File: config.mk
export PLATFORM = sky130hd
export DESIGN_NAME = serial_status_port
export DESIGN_NICKNAME = d
export VERILOG_FILES = /design/src/rtl/sstat_pkg.sv /design/src/rtl/sstat_sync.sv /design/src/rtl/sstat_sticky.sv /design/src/rtl/sstat_shifter.sv /design/src/rtl/serial_status_port.sv
export SDC_FILE = /design/constraint.sdc
export NUM_CORES = 1
export LEC_CHECK = 0
export ABC_CLOCK_PERIOD_IN_PS = 2550
export BUFFER_PORTS_ARGS = -buffer_cell sky130_fd_sc_hd__buf_2
export CORE_MARGIN = 2
export CORE_UTILIZATION = 40
export DETAILED_ROUTE_END_ITERATION = 10
export PLACE_DENSITY_LB_ADDON = 0.1
export SLEW_MARGIN = 0
export SYNTH_ARGS = -nofsm -noshare
export SYNTH_HDL_FRONTEND = slang
export SYNTH_SLANG_ARGS = --single-unit
File: constraint.sdc
create_clock -name clk -period 2.55 [get_ports clk]
set_input_delay 0.51 -clock clk [delete_from_list [all_inputs] [get_ports clk]]
set_output_delay 0.51 -clock clk [all_outputs]
set_load 0.02 [all_outputs]
File: src/rtl/sstat_pkg.sv
package sstat_pkg;
    localparam int NBITS     = 32;
    localparam int IDX_W     = $clog2(NBITS);
    localparam int STICKY_LO = 3;
    localparam int STICKY_N  = 8;
    localparam int BGE_POS   = 11;
    localparam int VA_LO     = 16;
    localparam int VD_LO     = 24;

    function automatic logic [NBITS-1:0] pack_status(
        input logic                lwake,
        input logic                rwake,
        input logic [STICKY_N-1:0] sticky,
        input logic                bge_bit,
        input logic [7:0]          va,
        input logic [7:0]          vd
    );
        logic [NBITS-1:0] w;
        w                              = '0;
        w[0]                           = lwake;
        w[1]                           = rwake;
        w[2]                           = 1'b1;
        w[STICKY_LO +: STICKY_N]       = sticky;
        w[BGE_POS]                     = bge_bit;
        w[VA_LO +: 8]                  = va;
        w[VD_LO +: 8]                  = vd;
        return w;
    endfunction
endpackage

File: src/rtl/sstat_sync.sv
module sstat_sync #(
    parameter int STAGES = 2
) (
    input  logic clk,
    input  logic rst_n,
    input  logic pin_i,
    output logic fall_o,
    output logic rise_o
);
    typedef struct packed {
        logic [STAGES-1:0] chain;
        logic              prev;
    } sync_t;

    sync_t st_q, st_d;
    logic [STAGES-1:0] chain_nx;

    generate
        for (genvar i = 0; i < STAGES; i++) begin : g_stage
            if (i == 0) begin : g_first
                assign chain_nx[i] = pin_i;
            end else begin : g_rest
                assign chain_nx[i] = st_q.chain[i-1];
            end
        end
    endgenerate

    always_comb begin
        st_d       = st_q;
        st_d.chain = chain_nx;
        st_d.prev  = st_q.chain[STAGES-1];
    end

    always_ff @(posedge clk or negedge rst_n) begin
        if (!rst_n) st_q <= '0;
        else        st_q <= st_d;
    end

    assign fall_o = st_q.prev & ~st_q.chain[STAGES-1];
    assign rise_o = ~st_q.prev & st_q.chain[STAGES-1];
endmodule

File: src/rtl/sstat_sticky.sv
module sstat_sticky #(
    parameter int N = 8
) (
    input  logic         clk,
    input  logic         rst_n,
    input  logic [N-1:0] flags_i,
    input  logic [N-1:0] clr_mask_i,
    input  logic         clr_i,
    output logic [N-1:0] sticky_o
);
    logic [N-1:0] hold_q, hold_d;

    always_comb begin
        hold_d = hold_q;
        if (clr_i) hold_d = hold_d & ~clr_mask_i;
        hold_d = hold_d | flags_i;
    end

    always_ff @(posedge clk or negedge rst_n) begin
        if (!rst_n) hold_q <= '0;
        else        hold_q <= hold_d;
    end

    assign sticky_o = hold_q;
endmodule

File: src/rtl/sstat_shifter.sv
module sstat_shifter
    import sstat_pkg::*;
#(
    parameter int IDLE_CYC = 64
) (
    input  logic             clk,
    input  logic             rst_n,
    input  logic             fall_i,
    input  logic             rise_i,
    input  logic [NBITS-1:0] status_i,
    input  logic             idle_lvl_i,
    input  logic             bge_i,
    input  logic             normal_i,
    output logic             ser_o,
    output logic             fin_o,
    output logic             done_o,
    output logic             act_o,
    output logic             started_o,
    output logic [IDX_W-1:0] idx_o,
    output logic             bge_o
);
    localparam int TMR_W = (IDLE_CYC < 2) ? 1 : $clog2(IDLE_CYC);
    localparam logic [TMR_W-1:0] TMR_LAST = TMR_W'(IDLE_CYC - 1);
    localparam logic [IDX_W-1:0] IDX_LAST = IDX_W'(NBITS - 1);

    typedef struct packed {
        logic             act;
        logic             started;
        logic [IDX_W-1:0] idx;
        logic             bitv;
        logic [TMR_W-1:0] tmr;
        logic             bge;
        logic             done;
    } shf_t;

    shf_t q, d;
    logic             fin;
    logic [IDX_W-1:0] idx_nx;

    assign idx_nx = q.idx + 1'b1;

    always_comb begin
        d      = q;
        d.done = 1'b0;
        fin    = 1'b0;
        if (!q.act) begin
            if (fall_i) begin
                d.act     = 1'b1;
                d.started = 1'b0;
                d.idx     = '0;
                d.tmr     = '0;
            end
        end else begin
            if (fall_i || rise_i) begin
                d.tmr = '0;
            end else if (q.tmr == TMR_LAST) begin
                fin       = 1'b1;
                d.act     = 1'b0;
                d.started = 1'b0;
                d.idx     = '0;
                d.done    = 1'b1;
            end else begin
                d.tmr = q.tmr + 1'b1;
            end
            if (fall_i) begin
                if (!q.started) begin
                    d.started = 1'b1;
                    d.idx     = '0;
                    d.bitv    = ~status_i[0];
                end else if (q.idx != IDX_LAST) begin
                    d.idx  = idx_nx;
                    d.bitv = ~status_i[idx_nx];
                end
            end
            if (rise_i && normal_i) d.bge = bge_i;
        end
    end

    always_ff @(posedge clk or negedge rst_n) begin
        if (!rst_n) q <= '0;
        else        q <= d;
    end

    assign ser_o     = q.started ? q.bitv : idle_lvl_i;
    assign fin_o     = fin;
    assign done_o    = q.done;
    assign act_o     = q.act;
    assign started_o = q.started;
    assign idx_o     = q.idx;
    assign bge_o     = q.bge;
endmodule

File: src/rtl/serial_status_port.sv
module serial_status_port
    import sstat_pkg::*;
#(
    parameter int IDLE_CYC    = 64,
    parameter int SYNC_STAGES = 2
) (
    input  logic       clk,
    input  logic       rst_n,
    input  logic       en_pin,
    input  logic       bge_pin,
    input  logic       mode_normal,
    input  logic       flag_lwake,
    input  logic       flag_rwake,
    input  logic [7:0] flag_evt,
    input  logic [7:0] ver_analog,
    input  logic [7:0] ver_digital,
    input  logic       idle_level,
    output logic       ser_out,
    output logic       rd_done
);
    logic                fall_w, rise_w;
    logic                fin_w, act_w, started_w, bge_w;
    logic [IDX_W-1:0]    idx_w;
    logic [STICKY_N-1:0] sticky_w, clr_mask_w;
    logic [NBITS-1:0]    status_w;

    sstat_sync #(.STAGES(SYNC_STAGES)) u_sync (
        .clk    (clk),
        .rst_n  (rst_n),
        .pin_i  (en_pin),
        .fall_o (fall_w),
        .rise_o (rise_w)
    );

    generate
        for (genvar j = 0; j < STICKY_N; j++) begin : g_clr
            if (j == 0) begin : g_keep
                assign clr_mask_w[j] = 1'b0;
            end else begin : g_sel
                assign clr_mask_w[j] = started_w && (idx_w >= IDX_W'(STICKY_LO + j));
            end
        end
    endgenerate

    sstat_sticky #(.N(STICKY_N)) u_sticky (
        .clk        (clk),
        .rst_n      (rst_n),
        .flags_i    (flag_evt),
        .clr_mask_i (clr_mask_w),
        .clr_i      (fin_w),
        .sticky_o   (sticky_w)
    );

    assign status_w = pack_status(flag_lwake, flag_rwake, sticky_w,
                                  mode_normal & bge_w, ver_analog, ver_digital);

    sstat_shifter #(.IDLE_CYC(IDLE_CYC)) u_shf (
        .clk        (clk),
        .rst_n      (rst_n),
        .fall_i     (fall_w),
        .rise_i     (rise_w),
        .status_i   (status_w),
        .idle_lvl_i (idle_level),
        .bge_i      (bge_pin),
        .normal_i   (mode_normal),
        .ser_o      (ser_out),
        .fin_o      (fin_w),
        .done_o     (rd_done),
        .act_o      (act_w),
        .started_o  (started_w),
        .idx_o      (idx_w),
        .bge_o      (bge_w)
    );
endmodule

==> flow_results.org <==
** Synth
- The netlist uses 37 different library cells.
- Dominant cell type by area after synthesis :: sky130_fd_sc_hd__dfrtp_1
- The mapped netlist covers 1590 µm².
- Proportion of synthesized chip area in sequential cells :: 42.6%
- Synthesized instance count :: 159
- Register bit count reported by yosys :: 27
- Warnings from Yosys :: 0
- The top cell type by area accounts for 42.6% of the synthesized area.
- A synthesized cell averages 9.97 µm².
- When the netlist entered floorplanning its net count stood at 198.
- By area the synthesized netlist is led by sky130_fd_sc_hd__dfrtp_1, sky130_fd_sc_hd__o21ai_0, sky130_fd_sc_hd__mux4_2, sky130_fd_sc_hd__ha_1, sky130_fd_sc_hd__nand2_1.

** GRT
- The first global-routing pass estimated 5330 µm of wire.
- Across every metal layer, demand over resource in global routing totals 16.2%.
- Number of global-route vias before repair :: 1111
- Entering global routing, the biggest net connects 28 pins.
- Antenna violations before repair :: 0
- Summed over all layers, the global routing overflow is 0.

** Clock network
- H-tree level count :: 1
- Counting every sink on the clock net gives 27.
- Post-CTS clock slew at the launch and capture registers of the worst setup and hold paths :: 0.09 ns
- At the later pin of the worst-skew pair, clock insertion delay measures 0.28 ns.
- TritonCTS created 3 clock buffers.
- The clock passes through at most 2 buffers.
- TritonCTS clock tree :: yes
- Post-CTS Setup Bufs :: 0
- The root buffer cell chosen for the clock tree is sky130_fd_sc_hd__clkbuf_8.
- Post-cts repair resize count :: 0
- Number of buffers inserted by hold repair at cts :: 0

** Finish
- Share of post-route cells with drive strength above 1 :: 25.3%
- Final core utilization :: 48.7%
- Leading cell types in the layout, fill and taps excluded :: sky130_fd_sc_hd__buf_2, sky130_fd_sc_hd__dfrtp_1, sky130_fd_sc_hd__o21ai_0
- Leaving out fill and tap cells, the most frequent cell in the layout is sky130_fd_sc_hd__buf_2.
- After routing the design area is 1820 µm².
- Final #Nets :: 230
- 0 antenna diodes ended up in the layout.
- Compared with the post-synthesis result, the final layout area differs by 14.9%.

** Route
- The count of nets left with antenna violations once routing finished came out at 0.
- Detailed-router iteration count before antenna repair :: 4
- Via count :: 1229
- Post-detailed-route DRC marker count :: 0
- Aggregate routed wire length :: 3160 µm
- Iteration-0 DRC Markers :: 49
- Routed length per placed instance :: 13.3 µm
- After detailed routing, the number of vias per cell comes to 5.16.

** Floorplanning
- Standard-cell rows :: 22
- Initial Util :: 42.3%
- Horizontal die dimension :: 67.0 µm
- The floorplan step defined a die boundary enclosing 4480 µm².
- Ports placed on the boundary :: 34
- The region available for standard cell placement spans 3740 µm².
- In this run the vertical extent of the chip is 67.0 µm.

** Worst setup path
- In this run the worst setup path terminates at u_shf.idx_o[2].
- On the worst path, the slowest cell contributes a delay of 0.50 ns.
- Flop2flop setup slack :: 0.46 ns
- The critical path is of the register to register type.
- CP max-delay cell :: sky130_fd_sc_hd__dfrtp_1
- Traced cell by cell, the critical path runs through ha_1, and3_1, ha_1, nand2b_1, or2_2, nor2_1, o21ai_0, o21ai_0.
- Crit Reg-Reg Startpoint :: u_shf.idx_o[0]
- Data on the critical path arrives at its endpoint at 2.29 ns.
- First element of the critical path :: u_shf.idx_o[0]
- Endpoint of the worst-slack reg-to-reg timing path :: u_shf.idx_o[2]
- The worst setup path is captured at a register.
- Required time of the critical path :: 2.75 ns
- Maximum net fanout on the critical path :: 9
- Cell count of the worst reg-to-reg path :: 8
- CP startpoint kind :: register

** Timing
- Aggregate negative setup slack :: 0 ns
- Measured slew at the worst slew-check pin :: 0.602 ns
- Highest clock frequency the design can meet :: 479 MHz
- Time the final worst path needs with I/O delays and setup :: 2.09 ns
- Count of final max-slew check failures :: 0
- The worst pin sits at a relative slew slack of 59.9%.
- Dividing the final minimum period by the clock period gives 81.9%.
- Setup violations remaining at the end of the flow were counted as 0.
- Setup repair after global routing left no endpoint under its margin.
- Worst clock skew on the final layout :: 0.00494 ns
- The hold violation total from the final report came to 0.
- The tightest hold path in the finished design has a slack of 0.231 ns.

** Place
- Number of I/O port buffers :: 33
- Summed over all nets, the half-perimeter wirelength after detailed placement is 2510 µm.
- In this run the cell area measured after placement is 1770 µm².
- At the end of routability-driven placement, the weighted congestion stood at 0.886.

** Job
- # Max-Cap Violations :: 0

** Power
- Summing internal, switching and leakage power gives 1.06 mW.
- Pwr Density :: 579 nW/µm²
- Static Leakage :: 0.829 nW
- IR Drop Worst-Case VDD :: 324 µV

** Status
- Outcome :: complete, no violations

** Worst hold path
- The path class of the tightest hold or removal check is input pin to async pin.
flip-flops by register name (all words and copies together), names as in the netlist:
| name | cells |
|---|---|
| u_shf.act_o | 1 |
| u_sticky.sticky_o | 8 |
| u_sync.chain_nx | 1 |
| u_sync.st_d | 1 |
| u_shf.done_o | 1 |
| u_shf.idx_o | 5 |
| u_shf.started_o | 1 |
| u_shf.bge_o | 1 |
| u_shf.q | 7 |
| u_sync.st_q | 1 |
stage by stage:
step,cells,setup slack [ns]
2_1_floorplan,159,0.430
4_1_cts,238,0.460
5_1_grt,238,0.272
3_3_place_gp,234,0.520
3_5_place_dp,234,0.485
6_report,238,0.462
critical path: cells and delay by family (launching register included):
| family | cells | cell delay (ns) |
|---|---|---|
| fa+ha+maj | 2 | 0.55 |
| flops | 1 | 0.50 |
| simple gates | 4 | 0.79 |
| compound gates | 2 | 0.16 |
cell type report:
cell class,count,area (µm²)
clock inverter,1,8.76
tap,48,60.1
clock buffer,3,41.3
timing repair buffer,34,173
fill,384,1920
multi-input combinational,116,830
sequential,27,676
inverter,9,33.8
where the power goes:
group	switching, mW	internal, mW
clock	0.142	0.115
combinational	0.134	0.154
sequential	0.0492	0.462
total	0.325	0.731
logic make-up (layout without fill, tap and decap cells):
family / Yosys count / after routing / synth area share, %
flip-flops: 27 / 27 / 42.6
buffers and inverters: 16 / 47 / 5.05
XOR/XNOR: 4 / 4 / 2.21
multiplexers: 13 / 13 / 13.7
adder cells (fa/ha/maj): 7 / 7 / 5.52
AO/OA/AOI/OAI: 39 / 39 / 14.8
AND/OR/NAND/NOR: 53 / 53 / 16.2
synth_stat cells:
library cell,n
sky130_fd_sc_hd__dfrtp_1,27
sky130_fd_sc_hd__o21ai_0,19
sky130_fd_sc_hd__nand2_1,15
sky130_fd_sc_hd__nand3_1,10
sky130_fd_sc_hd__nor2_1,10
sky130_fd_sc_hd__inv_1,9
sky130_fd_sc_hd__ha_1,7
sky130_fd_sc_hd__nand2b_1,7
sky130_fd_sc_hd__a21oi_1,6
sky130_fd_sc_hd__clkbuf_1,4
sky130_fd_sc_hd__mux2i_1,4
sky130_fd_sc_hd__mux4_2,4
sky130_fd_sc_hd__a21o_1,3
sky130_fd_sc_hd__mux2_2,3
sky130_fd_sc_hd__or2_2,3
sky130_fd_sc_hd__or3_1,3
sky130_fd_sc_hd__xor2_1,3
sky130_fd_sc_hd__a22o_1,2
sky130_fd_sc_hd__mux4_1,2
sky130_fd_sc_hd__a21boi_1,1
sky130_fd_sc_hd__a311o_1,1
sky130_fd_sc_hd__a31oi_1,1
sky130_fd_sc_hd__and2_1,1
sky130_fd_sc_hd__and3_1,1
sky130_fd_sc_hd__buf_2,1
sky130_fd_sc_hd__buf_6,1
sky130_fd_sc_hd__buf_8,1
sky130_fd_sc_hd__nand4_1,1
sky130_fd_sc_hd__nor3_1,1
sky130_fd_sc_hd__o21a_1,1
sky130_fd_sc_hd__o21ai_1,1
sky130_fd_sc_hd__o21bai_1,1
sky130_fd_sc_hd__o31ai_1,1
sky130_fd_sc_hd__o32ai_1,1
sky130_fd_sc_hd__o41ai_1,1
sky130_fd_sc_hd__or4_1,1
sky130_fd_sc_hd__xnor2_1,1
how the worst min path moves through the flow:
stage | endpoint | slack, ns | depth (start not counted)
2_1_floorplan | u_shf.act_o | 0.21 | 0
3_3_place_gp | u_sync.st_d[0] | 0.34 | 0
3_5_place_dp | u_sync.st_d[0] | 0.34 | 0
4_1_cts | u_sticky.sticky_o[6] | 0.25 | 1
5_1_grt | u_sticky.sticky_o[6] | 0.26 | 1
6_report | u_shf.idx_o[2] | 0.23 | 1
layer usage:
| layer | vias up | global-route usage [%] | share of wire (%) | wire [µm] |
|---|---|---|---|---|
| met5 | - | 0 | 0 | 0 |
| met4 | 0 | 6.89 | 2.3 | 74 |
| met3 | 9 | 3.55 | 3.1 | 99 |
| met2 | 21 | 22.6 | 43 | 1360 |
| met1 | 571 | 23.9 | 52 | 1630 |
| li1 | 628 | - | - | - |
(Power assumes the default switching activity.)
